## src/rtl/reset_cause_ctrl.sv

```systemverilog
module reset_cause_ctrl #(
  parameter int FILT_CYCLES = 4,
  parameter int MIN_PULSE   = 2,
  parameter int CFG_W       = 8,
  parameter int CLK_SEL_W   = 3
) (
  input  logic                 clk,
  input  logic                 por_n,
  input  logic                 ext_pin_n,
  input  logic                 sw_reset_req,
  input  logic                 wdt_timeout,
  input  logic                 low_power,
  input  logic                 trap_valid,
  input  logic [3:0]           trap_level,
  input  logic [3:0]           active_level,
  input  logic [CFG_W-1:0]     cfg_live,
  input  logic [CFG_W-1:0]     cfg_shadow,
  input  logic                 fetch_valid,
  input  logic [23:0]          fetch_word,
  input  logic                 uninit_w_access,
  input  logic                 security_viol,
  input  logic                 cause_wr_en,
  input  logic [15:0]          cause_wr_data,
  input  logic                 clk_sel_wr,
  input  logic [CLK_SEL_W-1:0] clk_sel_din,
  output logic [15:0]          cause,
  output logic [CLK_SEL_W-1:0] clk_sel,
  output logic                 sys_rst,
  output logic                 wake
);

  localparam int FCW = $clog2(FILT_CYCLES + 1);
  localparam int PCW = $clog2(MIN_PULSE + 1);
  localparam int B_TRAP = 15;
  localparam int B_ILL  = 14;
  localparam int B_CFG  = 9;
  localparam int B_EXT  = 7;
  localparam int B_SW   = 6;
  localparam int B_WDT  = 4;
  localparam logic [3:0] HARD_MIN = 4'd13;
  localparam logic [7:0] BAD_OP   = 8'h3F;

  logic [1:0]     pin_sync;
  logic [FCW-1:0] low_cnt;
  logic [PCW-1:0] hold_cnt;
  logic [15:0]    set_mask;

  wire pin_low    = !pin_sync[1];
  wire ext_active = (low_cnt == FCW'(FILT_CYCLES));
  wire ext_fire   = pin_low && (low_cnt == FCW'(FILT_CYCLES - 1));
  wire wdt_rst    = wdt_timeout && !low_power;
  wire trap_fire  = trap_valid && (trap_level >= HARD_MIN) &&
                    (active_level >= HARD_MIN) && (trap_level < active_level);
  wire cfg_fire   = (cfg_live != cfg_shadow);
  wire ill_fire   = (fetch_valid && fetch_word[23:16] == BAD_OP) ||
                    uninit_w_access || security_viol;
  wire any_fire   = |set_mask;

  always_comb begin
    set_mask         = '0;
    set_mask[B_TRAP] = trap_fire;
    set_mask[B_ILL]  = ill_fire;
    set_mask[B_CFG]  = cfg_fire;
    set_mask[B_EXT]  = ext_fire;
    set_mask[B_SW]   = sw_reset_req;
    set_mask[B_WDT]  = wdt_rst;
  end

  assign sys_rst = (hold_cnt != '0) || ext_active || wdt_rst;

  always_ff @(posedge clk or negedge por_n) begin
    if (!por_n) begin
      pin_sync <= 2'b11;
      low_cnt  <= '0;
      hold_cnt <= '0;
      cause    <= '0;
      clk_sel  <= '0;
      wake     <= 1'b0;
    end else begin
      pin_sync <= {pin_sync[0], ext_pin_n};
      if (!pin_low)        low_cnt <= '0;
      else if (!ext_active) low_cnt <= low_cnt + 1'b1;
      if (any_fire)              hold_cnt <= PCW'(MIN_PULSE);
      else if (hold_cnt != '0)   hold_cnt <= hold_cnt - 1'b1;
      cause <= (cause_wr_en ? (cause & cause_wr_data) : cause) | set_mask;
      if (clk_sel_wr) clk_sel <= clk_sel_din;
      wake <= wdt_timeout && low_power;
    end
  end

  a_r3_reset_follows_event: assert property (@(posedge clk) disable iff (!por_n)
    any_fire |=> sys_rst);

  a_r10_min_width: assert property (@(posedge clk) disable iff (!por_n)
    $rose(sys_rst) |=> sys_rst);

  a_r5_wake_pulse: assert property (@(posedge clk) disable iff (!por_n)
    (wdt_timeout && low_power) |=> wake);

  a_r5_no_wdt_flag: assert property (@(posedge clk) disable iff (!por_n)
    (wdt_timeout && low_power && !cause[B_WDT] && !cause_wr_en) |=> !cause[B_WDT]);

  a_r9_sticky: assert property (@(posedge clk) disable iff (!por_n)
    !cause_wr_en |=> ((cause & $past(cause)) == $past(cause)));

  a_r11_clksel_held: assert property (@(posedge clk) disable iff (!por_n)
    !clk_sel_wr |=> $stable(clk_sel));

endmodule

```

## config.mk

```make
export PLATFORM = sky130hd
export DESIGN_NAME = reset_cause_ctrl
export DESIGN_NICKNAME = d
export VERILOG_FILES = /design/src/rtl/reset_cause_ctrl.sv
export SDC_FILE = /design/constraint.sdc
export NUM_CORES = 1
export LEC_CHECK = 0
export ABC_AREA = 1
export BUFFER_PORTS_ARGS = -buffer_cell sky130_fd_sc_hd__clkbuf_2
export CORE_MARGIN = 2
export CORE_UTILIZATION = 30
export CTS_BUF_LIST = sky130_fd_sc_hd__clkbuf_4
export DETAILED_ROUTE_END_ITERATION = 16
export GPL_TIMING_DRIVEN = 0
export SLEW_MARGIN = 5
export SYNTH_ARGS = -nofsm -noshare
export SYNTH_HDL_FRONTEND = slang
export SYNTH_SLANG_ARGS = --single-unit
```

## constraint.sdc

```tcl
create_clock -name clk -period 2.4 [get_ports clk]
set_clock_uncertainty 0.15 [all_clocks]
set_input_delay 0 -clock clk [delete_from_list [all_inputs] [get_ports clk]]
set_output_delay 0 -clock clk [all_outputs]
set_load 0.01 [all_outputs]
```

==> impl_results.md <==
* GPL Wtd Cong at 0.748
* Path depth of the worst reg2reg path at 4
* Antenna viol nets, final at 0
* Min Tclk post-route at 2.20 ns
* Setup_tns at 0 ns
* Drt initial violations at 47
* Hold_ws at 0.00159 ns
* Detailed Place HPWL at 2390 µm
* Worst VDD drop at 0.000204 V
* Crit path buf inv count at 5
* Multi-input logic area at 547 µm²
* Hold Violations, Final at 0
* Fmax at 454 MHz
* Max-slew violations at 0
* Max-Slew Margin vs Limit at 0.551
* CP delay by family, top: buffers and inverters
* Syn_nets at 250
* R2R Path Start: cause[15]
* TritonCTS Buffers at 3
* Chip width at 71.3 µm
* Initial core utilization at 0.312
* PD cells at 434 nW/µm²
* Final core utilization at 0.528
* Core ar. at 4350 µm²
* Final net count at 381
* Port bufs at 83
* CP max-delay cell: dlygate4sd3_1
* Endpoints failing setup at 0
* DRC at 0
* Drt via density at 4.18
* Post-Syn Area at 1360 µm²
* WHS Endpoint: hold_cnt[1]
* LEAKAGE at 1.32 nW
* Hold_sp: fetch_word[20]
* Post_cts resized at 0
* Worst Setup End Kind: flop
* Max cap viols at 0
* Clk sinks at 27
* Crit-path cells: dlygate4sd3_1 > clkbuf_2 > inv_1 > nand2_1 > nand2_1 > dlygate4sd3_1 > nor2_1 > nand2_1 > nor2_2 > dlygate4sd3_1 > nand3_1 > nor2_1
* Flop2flop setup slack at 0.48 ns
* Initial antenna violation count at 0
* Fin crit share at 0.917
* Sequential cell area at 678 µm²
* Place WS at 0.983 ns
* Most frequent cells in the layout: clkbuf_2 (83), dlygate4sd3_1 (43), nand2_1 (42), inv_1 (33), dfrtp_1 (25)
* Die ar. at 5080 µm²
* Synthesis-to-finish area growth at 69.3%
* Clk root buf: clkbuf_4
* Setup crit start kind: input pin
* Actual slew at the worst max-slew pin at 0.674 ns
* Tot GR Track Use at 0.136
* WL final at 3310 µm
* Status: completed
* RSZ-0062 raised after global routing: false
* Grt total ovfl at 0
* Fillers at 418
* Setup CP Type: input pin to flop
* Routed len/inst at 9.58 µm
* H-tree Lvls at 1
* Sequential-to-total area share from yosys stat at 0.500
* PnR worst setup slack at 0.199 ns
* Clk_lat worst skew at 0.32 ns
* Reg clk slew, reported paths at 0.14 ns
* R2r endpoint: cause[15]
* HP Class: input pin to flop
* CP arrival at 2.31 ns
* First-pass GRT wire length at 5730 µm
* Hold path depth at 7
* IO Pins at 100
* N_diodes at 0
* Most common cell after layout, fill and taps aside: clkbuf_2
* Synth warnings at 0
* Largest net degree at the start of global routing at 28
* CP Max Fanout at 2
* CTS max path bufs at 2
* Layout cells sized above 1 at 0.327
* Crit path required time at 2.51 ns
* Die Y at 71.3 µm
* Syn Inst Count at 164
* Crit-path max cell delay at 0.59 ns
* Vias in the first global route at 1445
* Avg Cell Area, Syn at 8.28 µm²
* Cell variety after synth at 18
* CTS tree: done
* Initial DRT Pass Iterations at 4
* Total number of vias at 1447
* Synth Register Bits at 27
* # rows at 24
worst max path at each step:
stage                       start           to  cells past startpoint
detailed placement     low_cnt[0]  hold_cnt[0]                      7
CTS                 cfg_shadow[4]  hold_cnt[0]                     12
floorplan              low_cnt[0]  hold_cnt[0]                      7
finish              cfg_shadow[4]  hold_cnt[0]                     12
global placement       low_cnt[0]  hold_cnt[0]                      7
global route        cfg_shadow[4]  hold_cnt[0]                     12
worst min-delay path, stage by stage:
cell and delay [ns]:
clkbuf_2 0.07, nand2_1 0.04, inv_1 0.05, nand3_1 0.09, nand2_1 0.08, nor2_2 0.04
nand4_1 0.06
area by class of cell:
class,instances,share of cell area
inverter,34,0.0555
buffer,1,0.00218
tap,52,0.0283
timing repair buffer,126,0.368
clock buffer,3,0.00980
multi-input combinational,102,0.238
sequential,27,0.295
clock inverter,1,0.00327
power by group:
part	total (mW)	internal [mW]	switching [mW]
combinational	0.282	0.155	0.127
sequential	0.518	0.497	0.0211
clock	0.197	0.0635	0.133
total	0.997	0.715	0.282
logic make-up after synthesis:
kind of cell             after synthesis  share of synthesized area
multiplexers                           3                     0.0249
AND/OR/NAND/NOR                       69                      0.207
adder cells (fa/ha/maj)                7                     0.0645
buffers and inverters                 35                     0.0977
AO/OA/AOI/OAI                         22                     0.0995
XOR/XNOR                               1                    0.00645
flip-flops                            27                      0.500
flip-flops by register name (all words and copies together), names as in the netlist:
register / count
cause: 16
clk_sel: 3
low_cnt: 3
hold_cnt: 2
pin_sync: 2
wake: 1
per-stage QoR:
| stage | instance area (µm²) | instances | total power, mW |
|---|---|---|---|
| after detailed placement | 1840 | 299 | 0.747 |
| after global placement | 1840 | 299 | 0.740 |
| after floorplan | 1360 | 164 | 0.641 |
| after CTS | 2300 | 346 | 1.01 |
| after global routing | 2300 | 346 | 1.07 |
| final | 2300 | 346 | 0.997 |
Yosys cell counts:
| cell type | count | area [µm²] |
|---|---|---|
| xor2_1 | 1 | 8.76 |
| dfstp_2 | 2 | 52.6 |
| nor2_1 | 13 | 48.8 |
| buf_2 | 1 | 5.00 |
| nand4_1 | 2 | 12.5 |
| o21a_1 | 10 | 75.1 |
| o21ai_1 | 1 | 5.00 |
| ha_1 | 7 | 87.6 |
| mux2_2 | 3 | 33.8 |
| a21oi_1 | 2 | 10.0 |
| inv_1 | 33 | 124 |
| nor2_2 | 2 | 12.5 |
| inv_2 | 1 | 3.75 |
| o21ai_0 | 9 | 45.0 |
| nor3_1 | 1 | 5.00 |
| nand2_1 | 42 | 158 |
| dfrtp_1 | 25 | 626 |
| nand3_1 | 9 | 45.0 |
layer usage:
layer | GRT usage | share of wire
met1 | 0.153 | 0.41
met4 | 0.0314 | 0.0066
met3 | 0.00563 | 0.037
met2 | 0.276 | 0.55
met5 | 0 | 0
what timing repair did:
| action | 4_1_cts | 5_1_grt |
|---|---|---|
| setup buffers | 0 | 0 |
| hold endpoints to repair | 50 | 0 |
| hold buffers | 43 | 0 |
(Power assumes the default switching activity.)
